--- src/rtl/mib_pkg.sv ---
package mib_pkg;

  typedef enum logic [2:0] {
    PH_IDLE,
    PH_ADDR,
    PH_HOLD,
    PH_STRB,
    PH_RECV
  } phase_t;

  function automatic int max_of4(input int a, input int b, input int c, input int d);
    int m;
    m = a;
    if (b > m) m = b;
    if (c > m) m = c;
    if (d > m) m = d;
    return m;
  endfunction

  function automatic int bus_cycle_len(input int a, input int h, input int s, input int r);
    return a + h + s + r;
  endfunction

  function automatic int slow_edges_to_done(input int total, input int div);
    return (total + div - 1) / div;
  endfunction

endpackage

--- src/rtl/mib_clk_div.sv ---
module mib_clk_div #(
  parameter int DIV = 4
) (
  input  logic fast_clk,
  input  logic rst_n,
  output logic slow_clk,
  output logic slow_rise
);
  localparam int CW   = (DIV > 2) ? $clog2(DIV) : 1;
  localparam int HALF = DIV / 2;

  logic [CW-1:0] cnt_q;
  logic [CW-1:0] cnt_nxt;
  logic          slow_q;

  assign cnt_nxt   = (cnt_q == CW'(DIV - 1)) ? '0 : cnt_q + 1'b1;
  assign slow_rise = (cnt_q == CW'(DIV - 1));
  assign slow_clk  = slow_q;

  always_ff @(posedge fast_clk or negedge rst_n) begin
    if (!rst_n) begin
      cnt_q  <= '0;
      slow_q <= 1'b1;
    end else begin
      cnt_q  <= cnt_nxt;
      slow_q <= (cnt_nxt < CW'(HALF));
    end
  end
endmodule

--- src/rtl/mib_bus_seq.sv ---
module mib_bus_seq
  import mib_pkg::*;
#(
  parameter int BUS_W    = 8,
  parameter int ADDR_CYC = 2,
  parameter int HOLD_CYC = 1,
  parameter int STRB_CYC = 4,
  parameter int RECV_CYC = 1
) (
  input  logic             fast_clk,
  input  logic             rst_n,
  input  logic             go,
  input  logic             go_we,
  input  logic [BUS_W-1:0] go_addr,
  input  logic [BUS_W-1:0] go_wdata,
  input  logic [BUS_W-1:0] ad_in,
  output logic             cs_n,
  output logic             ale,
  output logic             rd_n,
  output logic             wr_n,
  output logic [BUS_W-1:0] ad_out,
  output logic             ad_oe,
  output logic             fin,
  output logic [BUS_W-1:0] cap_data
);
  localparam int MAXC = max_of4(ADDR_CYC, HOLD_CYC, STRB_CYC, RECV_CYC);
  localparam int CW   = $clog2(MAXC + 1);

  phase_t           ph_q, ph_nxt;
  logic [CW-1:0]    cnt_q;
  logic             we_q;
  logic [BUS_W-1:0] addr_q, wdata_q, cap_q;
  logic             ph_last;

  function automatic logic [CW-1:0] phase_len(input phase_t p);
    case (p)
      PH_ADDR: return CW'(ADDR_CYC);
      PH_HOLD: return CW'(HOLD_CYC);
      PH_STRB: return CW'(STRB_CYC);
      PH_RECV: return CW'(RECV_CYC);
      default: return CW'(1);
    endcase
  endfunction

  assign ph_last = (cnt_q == phase_len(ph_q) - 1'b1);

  always_comb begin
    ph_nxt = ph_q;
    case (ph_q)
      PH_IDLE: if (go) ph_nxt = PH_ADDR;
      PH_ADDR: if (ph_last) ph_nxt = (HOLD_CYC > 0) ? PH_HOLD : PH_STRB;
      PH_HOLD: if (ph_last) ph_nxt = PH_STRB;
      PH_STRB: if (ph_last) ph_nxt = (RECV_CYC > 0) ? PH_RECV : PH_IDLE;
      PH_RECV: if (ph_last) ph_nxt = PH_IDLE;
      default: ph_nxt = PH_IDLE;
    endcase
  end

  always_ff @(posedge fast_clk or negedge rst_n) begin
    if (!rst_n) begin
      ph_q    <= PH_IDLE;
      cnt_q   <= '0;
      we_q    <= 1'b0;
      addr_q  <= '0;
      wdata_q <= '0;
      cap_q   <= '0;
    end else begin
      ph_q <= ph_nxt;
      if (ph_nxt != ph_q) cnt_q <= '0;
      else if (ph_q != PH_IDLE) cnt_q <= cnt_q + 1'b1;
      if (ph_q == PH_IDLE && go) begin
        we_q    <= go_we;
        addr_q  <= go_addr;
        wdata_q <= go_wdata;
      end
      if (ph_q == PH_STRB && ph_last && !we_q) cap_q <= ad_in;
    end
  end

  assign cs_n     = (ph_q == PH_IDLE);
  assign ale      = (ph_q == PH_ADDR);
  assign rd_n     = !(ph_q == PH_STRB && !we_q);
  assign wr_n     = !(ph_q == PH_STRB && we_q);
  assign ad_oe    = (ph_q == PH_ADDR) || (ph_q == PH_HOLD) || (ph_q == PH_STRB && we_q);
  assign ad_out   = (ph_q == PH_STRB && we_q) ? wdata_q : addr_q;
  assign fin      = ph_last && ((ph_q == PH_RECV) || (ph_q == PH_STRB && RECV_CYC == 0));
  assign cap_data = cap_q;
endmodule

--- src/rtl/mib_req_port.sv ---
module mib_req_port #(
  parameter int BUS_W = 8
) (
  input  logic             fast_clk,
  input  logic             rst_n,
  input  logic             slow_rise,
  input  logic             start,
  input  logic             wr_en,
  input  logic             fin,
  input  logic [BUS_W-1:0] cap_data,
  output logic             go,
  output logic             busy,
  output logic             done,
  output logic [BUS_W-1:0] rdata
);
  logic             busy_q, done_q, pend_q, txn_we_q;
  logic [BUS_W-1:0] rdata_q;
  logic             finish_now;

  assign go         = slow_rise && start && !busy_q;
  assign finish_now = slow_rise && (pend_q || fin);

  always_ff @(posedge fast_clk or negedge rst_n) begin
    if (!rst_n) begin
      busy_q   <= 1'b0;
      done_q   <= 1'b0;
      pend_q   <= 1'b0;
      txn_we_q <= 1'b0;
      rdata_q  <= '0;
    end else begin
      if (fin && !slow_rise) pend_q <= 1'b1;
      else if (slow_rise)    pend_q <= 1'b0;
      if (slow_rise) begin
        done_q <= finish_now;
        if (finish_now) begin
          busy_q <= 1'b0;
          if (!txn_we_q) rdata_q <= cap_data;
        end else if (go) begin
          busy_q   <= 1'b1;
          txn_we_q <= wr_en;
        end
      end
    end
  end

  assign busy  = busy_q;
  assign done  = done_q;
  assign rdata = rdata_q;
endmodule

--- src/rtl/mux_bus_bridge.sv ---
module mux_bus_bridge #(
  parameter int BUS_W    = 8,
  parameter int DIV      = 4,
  parameter int ADDR_CYC = 2,
  parameter int HOLD_CYC = 1,
  parameter int STRB_CYC = 4,
  parameter int RECV_CYC = 1
) (
  input  logic             fast_clk,
  input  logic             rst_n,
  output logic             slow_clk,
  input  logic             start,
  input  logic             wr_en,
  input  logic [BUS_W-1:0] addr,
  input  logic [BUS_W-1:0] wdata,
  output logic             busy,
  output logic             done,
  output logic [BUS_W-1:0] rdata,
  output logic             bus_cs_n,
  output logic             bus_ale,
  output logic             bus_rd_n,
  output logic             bus_wr_n,
  output logic [BUS_W-1:0] bus_ad_out,
  output logic             bus_ad_oe,
  input  logic [BUS_W-1:0] bus_ad_in
);
  logic             slow_rise;
  logic             seq_go;
  logic             seq_fin;
  logic [BUS_W-1:0] seq_cap;

  mib_clk_div #(.DIV(DIV)) u_div (
    .fast_clk (fast_clk),
    .rst_n    (rst_n),
    .slow_clk (slow_clk),
    .slow_rise(slow_rise)
  );

  mib_req_port #(.BUS_W(BUS_W)) u_port (
    .fast_clk (fast_clk),
    .rst_n    (rst_n),
    .slow_rise(slow_rise),
    .start    (start),
    .wr_en    (wr_en),
    .fin      (seq_fin),
    .cap_data (seq_cap),
    .go       (seq_go),
    .busy     (busy),
    .done     (done),
    .rdata    (rdata)
  );

  mib_bus_seq #(
    .BUS_W   (BUS_W),
    .ADDR_CYC(ADDR_CYC),
    .HOLD_CYC(HOLD_CYC),
    .STRB_CYC(STRB_CYC),
    .RECV_CYC(RECV_CYC)
  ) u_seq (
    .fast_clk(fast_clk),
    .rst_n   (rst_n),
    .go      (seq_go),
    .go_we   (wr_en),
    .go_addr (addr),
    .go_wdata(wdata),
    .ad_in   (bus_ad_in),
    .cs_n    (bus_cs_n),
    .ale     (bus_ale),
    .rd_n    (bus_rd_n),
    .wr_n    (bus_wr_n),
    .ad_out  (bus_ad_out),
    .ad_oe   (bus_ad_oe),
    .fin     (seq_fin),
    .cap_data(seq_cap)
  );
endmodule

--- config.mk ---
export PLATFORM = sky130hd
export DESIGN_NAME = mux_bus_bridge
export DESIGN_NICKNAME = d
export VERILOG_FILES = /design/src/rtl/mib_pkg.sv /design/src/rtl/mib_clk_div.sv /design/src/rtl/mib_bus_seq.sv /design/src/rtl/mib_req_port.sv /design/src/rtl/mux_bus_bridge.sv
export SDC_FILE = /design/constraint.sdc
export NUM_CORES = 1
export LEC_CHECK = 0
export ABC_CLOCK_PERIOD_IN_PS = 1710
export BUFFER_PORTS_ARGS = -buffer_cell sky130_fd_sc_hd__buf_2
export CAP_MARGIN = 5
export CELL_PAD_IN_SITES_DETAIL_PLACEMENT = 0
export CELL_PAD_IN_SITES_GLOBAL_PLACEMENT = 2
export CORE_MARGIN = 8
export CORE_UTILIZATION = 25
export DETAILED_ROUTE_END_ITERATION = 10
export PLACE_DENSITY = 0.67
export SLEW_MARGIN = 10
export SYNTH_ARGS = -nofsm -noshare
export SYNTH_HDL_FRONTEND = slang
export SYNTH_SLANG_ARGS = --single-unit
export TNS_END_PERCENT = 50
--- constraint.sdc ---
create_clock -name fast_clk -period 1.71 [get_ports fast_clk]
set_clock_uncertainty 0.05 [all_clocks]
set_input_delay 0 -clock fast_clk [delete_from_list [all_inputs] [get_ports fast_clk]]
set_output_delay 0 -clock fast_clk [all_outputs]
set_load 0.005 [all_outputs]
### Yosys cells after proc, flatten, opt, wreduce, memory -nomap -nowiden

Index checks and enable logic that the tools add are counted.

* reduce and logical (&&, ||, !) cells: 26
* add/sub/neg operators: 3
* $lt $le $gt $ge: 1
* bitwise gates (word level): 2
* muxes and demuxes: 15
* equal/unequal tests: 7

Operators by type and width (count)
* two-way mux 3 bit: 7
* one-hot mux 3 bit (5 select lines): 1
* logical AND 1 bit: 10
* two-way mux 8 bit: 1
* == test 3 x 2 -> 1 bit (second input constant): 2
* one-hot mux 3 bit (2 select lines): 1
* AND reduction 3 bit: 2
* nonzero test 2 bit: 3
* zero test 1 bit: 5
* two-way mux 1 bit: 4
* adder 3 x 1 -> 3 bit (second input constant): 1
* == test 3 x 1 -> 1 bit (second input constant): 1
* == test 3 bit: 1
* == test 3 bit (second input constant): 1
* zero test 3 bit: 1
* logical OR 1 bit: 3
* inequality test 3 bit: 1
* nonzero test 3 bit: 1
* subtractor 3 x 1 -> 3 bit (second input constant): 1
* adder 2 x 1 -> 2 bit (second input constant): 1
* == test 2 bit (second input constant): 1
* < comparator 2 bit (second input constant): 1
* two-way mux 2 bit: 1
* inverter 1 bit: 2
* AND reduction 2 bit: 1

* bits of input ports: 28
* bits in registers: 46

### Longest topological paths before layout

* depth in word-level cells: 9
* gate-level depth with buffers: 5

### Modules after synthesis

A second synthesis with hierarchy kept.

* cells, all modules: 152
* area, all modules: 2075.7 sq um

Modules (own cells, without submodules)
* mib_bus_seq: seq. area each 775.7 sq um, area an instance 1511.4 sq um, cells each 114, times used 1
* mib_req_port: seq. area each 300.3 sq um, area an instance 467.9 sq um, cells each 32, times used 1
* mib_clk_div: seq. area each 76.3 sq um, area an instance 96.3 sq um, cells each 6, times used 1

### Worst setup path before layout

OpenSTA, ideal clock, no wires.

* path kind: reg2reg
* start point: register u_seq.ph_q[0]
* end point: register u_seq.addr_q[1]
* buffers on the path: 2
* arrival: 1.611 ns
* data required time: 1.535 ns
* stages on the path, launching flop included: 6
* path slack: -0.076 ns
* cell sequence: dfrtp_1 buf_6 or3_4 nor3_4 buf_6 mux2_2

* longest elaborated chain between the ends: 2

Ends and longest elaborated chain
* from (decl): RTL line mib_bus_seq.sv:29 `phase_t ph_q, ph_nxt;`
* from (signal assigned): RTL line mib_bus_seq.sv:68 `ph_q <= ph_nxt;`
* zero test 3 bit: RTL line mib_bus_seq.sv:71 `if (ph_q == PH_IDLE && go) begin`
* logical AND 1 bit: RTL line mib_bus_seq.sv:71
* to (signal assigned): RTL line mib_bus_seq.sv:73 `addr_q <= go_addr;`
* to (decl): RTL line mib_bus_seq.sv:32 `logic [BUS_W-1:0] addr_q, wdata_q, cap_q;`

Every way passes these cells.
A chain may end at the register's enable or synchronous reset.

### Worst setup path in the final report

* start point: register u_seq.ph_q[2]
* end point: register u_seq.cap_q[4], in the netlist u_seq.cap_data[4]

* longest elaborated chain between the ends: 6
* elaborated cells between the ends (all ways): 7
* those cells by class: add/sub: 1; eq/ne: 3; mux: 1; reduce/logical: 2

Ends and longest elaborated chain
* == test 3 x 2 -> 1 bit or == test 3 x 1 -> 1 bit (tied branches): RTL line mib_bus_seq.sv:36, mib_bus_seq.sv:76
* one-hot mux 3 bit (2 select lines): RTL line mib_bus_seq.sv:36 `case (p)`
* subtractor 3 x 1 -> 3 bit: RTL line mib_bus_seq.sv:45 `assign ph_last = (cnt_q == phase_len(ph_q) - 1'b1);`
* == test 3 bit: RTL line mib_bus_seq.sv:45
* logical AND 1 bit (*) (2 in series): RTL line mib_bus_seq.sv:76 `if (ph_q == PH_STRB && ph_last && !we_q) cap_q <= ad_in;`
* to (signal assigned): RTL line mib_bus_seq.sv:76
* to (decl): RTL line mib_bus_seq.sv:32

Every way passes the cells marked *; elsewhere a longest branch is shown, timed or not.

==> metrics.cfg <==
[synthesis]
yosysWarnings = 0
yosys-top-cells-area = dfrtp_1 54%, mux2_2 23%, buf_6 2.2%
synth.yosys.seq_area_share_pct = 55.2
yosys.area.top_type = dfrtp_1
ys_ff_latch = 46
netlist_instances = 153
synth.distinct_cells = 33
yosysTopAreaCellShare_pct = 54.0
syn_area_mm2 = 0.00209
syn_nets = 183
avgSynthCellArea_um2 = 13.6

[final_layout]
layout-drive-gt1-share_pct = 55.5
nets = 292
final_area_mm2 = 0.00321
area_growth_pct = 53.9
antenna_cells = 0
layoutNonFillerInstCount = 368

[routing]
drt_iter0_markers = 31
wl_mm = 5.25
wire_per_inst_um = 14.3
drc = 0
num_vias = 1560
viasPerCell = 4.24
antenna_left = 0
firstDrtPassIters = 4

[sta]
hold_violations = 0
drv_slew = 0
fmax_mhz = 562
hold_slack_ns = 0.163
fin_crit_ns = 1.78
rsz0062_at_grt = true
finalSetupViolations = 32
fin_ws_ns = -0.0683
slew_headroom_pct = 74.3
tightest_slew_ns = 0.380
timing.final.crit_share_pct = 104

[critical_path]
critPathMaxFanout = 8
critical_path_class = register to register
slowest_delay_ns = 0.41
cp-end-kind = register
critical-path-top-delay-family = simple AND/OR/NAND/NOR gates
critPathRequiredTime_ns = 1.85
crit_path_start_kind = register
crit_arrival_ns = 1.92
cp_slowest_cell = dfrtp_1
worstPathCellList = buf_6 > nand3b_1 > or2_4 > nor3_4 > buf_12 > mux2_4
cp.buffers_inverters = 2

[placement]
post-dp-hpwl_mm = 3.50
dp_cells = 325
portBuffers = 51
place_area_mm2 = 0.00264
gp_congestion = 0.699

[power_and_ir_drop]
leakage_nw = 1.52
power.density_mw_per_mm2 = 1340
irDropWorstVdd_mv = 0.448
p_total_w = 0.00431

[grt]
grt_start_max_net_pins = 47
grt_usage_pct = 9.07
grt_pass1_vias = 1640
grt_pass1_wl_mm = 8.27
grt_antenna_before_repair = 0
overflow = 0

[clocking]
cts_buffers = 5
clk_pin_slew_ns = 0.09
cts_max_level = 2
clock-sinks = 46
cts_max_path_buffers = 2
cts_tree = yes
clock_latency_ns = 0.29
clock-root-buffer = clkbuf_8

[outcome]
status = finished with violations
violations = setup timing

[die]
start_util_pct = 25.6
die_area_mm2 = 0.0115
die_h_um = 107
placementRows = 33
core_area_mm2 = 0.00813
pin_count = 52
die_x_um = 107

[hold_path]
min_path_type = input pin to asynchronous set/reset pin

[job]
maxCapViolations = 0

-- cell families (layout without fill, tap and decap cells) --
kind of cell	count (synthesis)	count (layout)	share of synthesized area, %
buffers and inverters	11	121	3.48
AO/OA/AOI/OAI	13	13	4.38
XOR/XNOR	2	2	0.840
AND/OR/NAND/NOR	34	34	10.7
flip-flops	46	46	55.2
adder cells (fa/ha/maj)	3	3	1.74
multiplexers	44	44	23.6
-- layer usage --
metal	vias up	share of wire (%)	wire [um]	global-route usage, %
met5	-	0	0	0
met4	0	0.80	42	2.97
li1	755	-	-	-
met2	27	48	2520	14.3
met1	774	48	2540	11.7
met3	4	3.0	155	2.46
-- cell type report --
class	count	area, um^2
clock inverter	2	12.5
fill	802	4920
timing repair buffer	107	832
clock buffer	6	82.6
multi-input combinational	96	973
inverter	6	22.5
sequential	46	1150
tap	105	131
-- cells in the mapped netlist --
cell	number
or2_4	1
nand2_1	5
nor4bb_1	1
dfrtp_1	45
a32o_1	1
a41oi_2	1
nor2_1	10
a32oi_1	1
maj3_2	1
or3_4	1
o21bai_1	1
nand2b_1	3
a21oi_1	4
nand3_1	1
nor3_1	3
nor2b_1	2
nor3b_4	1
inv_1	6
or3_1	1
nor2_4	1
nand3b_1	1
or3b_2	1
o21ai_0	3
xnor2_1	2
mux2i_1	2
buf_2	1
ha_1	2
o22ai_1	1
mux2_2	42
buf_6	4
nor3_4	2
a22oi_1	1
dfstp_2	1
-- state kept, by name (all words and copies together), names as in the netlist, 2 cells and up --
signal	count
u_div.cnt_q	2
u_port.rdata	8
u_seq.addr_q	8
u_seq.cap_data	8
u_seq.cnt_q	3
u_seq.ph_q	3
u_seq.wdata_q	8
-- path summary, 6_finish.rpt --
| path | to | startpoint | depth (start not counted) | slack (ns) |
|---|---|---|---|---|
| max | u_seq.cap_data[4]$_DFFE_PN0P_ | u_seq.ph_q[2]$_DFF_PN0_ | 6 | -0.07 |
| min | u_port.pend_q$_DFFE_PN0P_ | rst_n | 3 | 0.16 |
| max reg2reg | u_seq.cap_data[4]$_DFFE_PN0P_ | u_seq.ph_q[2]$_DFF_PN0_ | 6 | -0.07 |
| min reg2reg | u_div.cnt_q[0]$_DFF_PN0_ | u_div.cnt_q[0]$_DFF_PN0_ | 1 | 0.39 |
| max in group asynchronous | u_div.slow_clk$_DFF_PN1_ | rst_n | 3 | 1.18 |
| min in group fast_clk | u_div.cnt_q[0]$_DFF_PN0_ | u_div.cnt_q[0]$_DFF_PN0_ | 1 | 0.39 |
-- worst register-to-register path, stage by stage, from the launching register on --
cell      delay (ns)
dfrtp_1         0.41
buf_6           0.13
nand3b_1        0.17
or2_4           0.27
nor3_4          0.16
buf_12          0.17
mux2_4          0.31
-- per-stage QoR --
stage	worst slack, ns	TNS, ns	util, %
after floorplan	-0.0286	-0.607	-
after detailed placement	-0.0288	-0.337	32.4
final	-0.0683	-0.997	39.5
after global routing	-0.122	-3.32	39.5
after CTS	-0.0950	-1.43	38.1
after global placement	0.000213	0	32.4
-- layout by cell type, fill, tap and decap left out, types with 3 or more instances in the layout --
cell type | Yosys | layout
dfrtp_1 | 45 | 43
dlygate4sd3_1 | 0 | 27
mux2_4 | 0 | 26
o21ai_0 | 3 | 3
nor2_1 | 10 | 8
nand2b_1 | 3 | 3
buf_12 | 0 | 4
nand2_1 | 5 | 5
buf_4 | 0 | 18
mux2_2 | 42 | 16
buf_2 | 1 | 49
a21oi_1 | 4 | 4
clkbuf_8 | 0 | 6
nor3_1 | 3 | 3
buf_6 | 4 | 9
inv_1 | 6 | 5
-- what timing repair did --
item | CTS | global route
gates cloned | 0 | 1
hold buffers | 27 | 0
endpoints found under the setup margin | 35 | 44
setup buffers | 3 | 4
endpoints found under the hold margin | 73 | 0
pin swaps | 2 | 1
resized for setup | 21 | 20
-- report_power, final --
part | switching [W] | internal [W] | total (W)
Clock | 0.000380 | 0.000326 | 0.000706
Combinational | 0.000715 | 0.00116 | 0.00188
Sequential | 0.000245 | 0.00149 | 0.00173
Total | 0.00134 | 0.00297 | 0.00431
(Power assumes the default switching activity.)
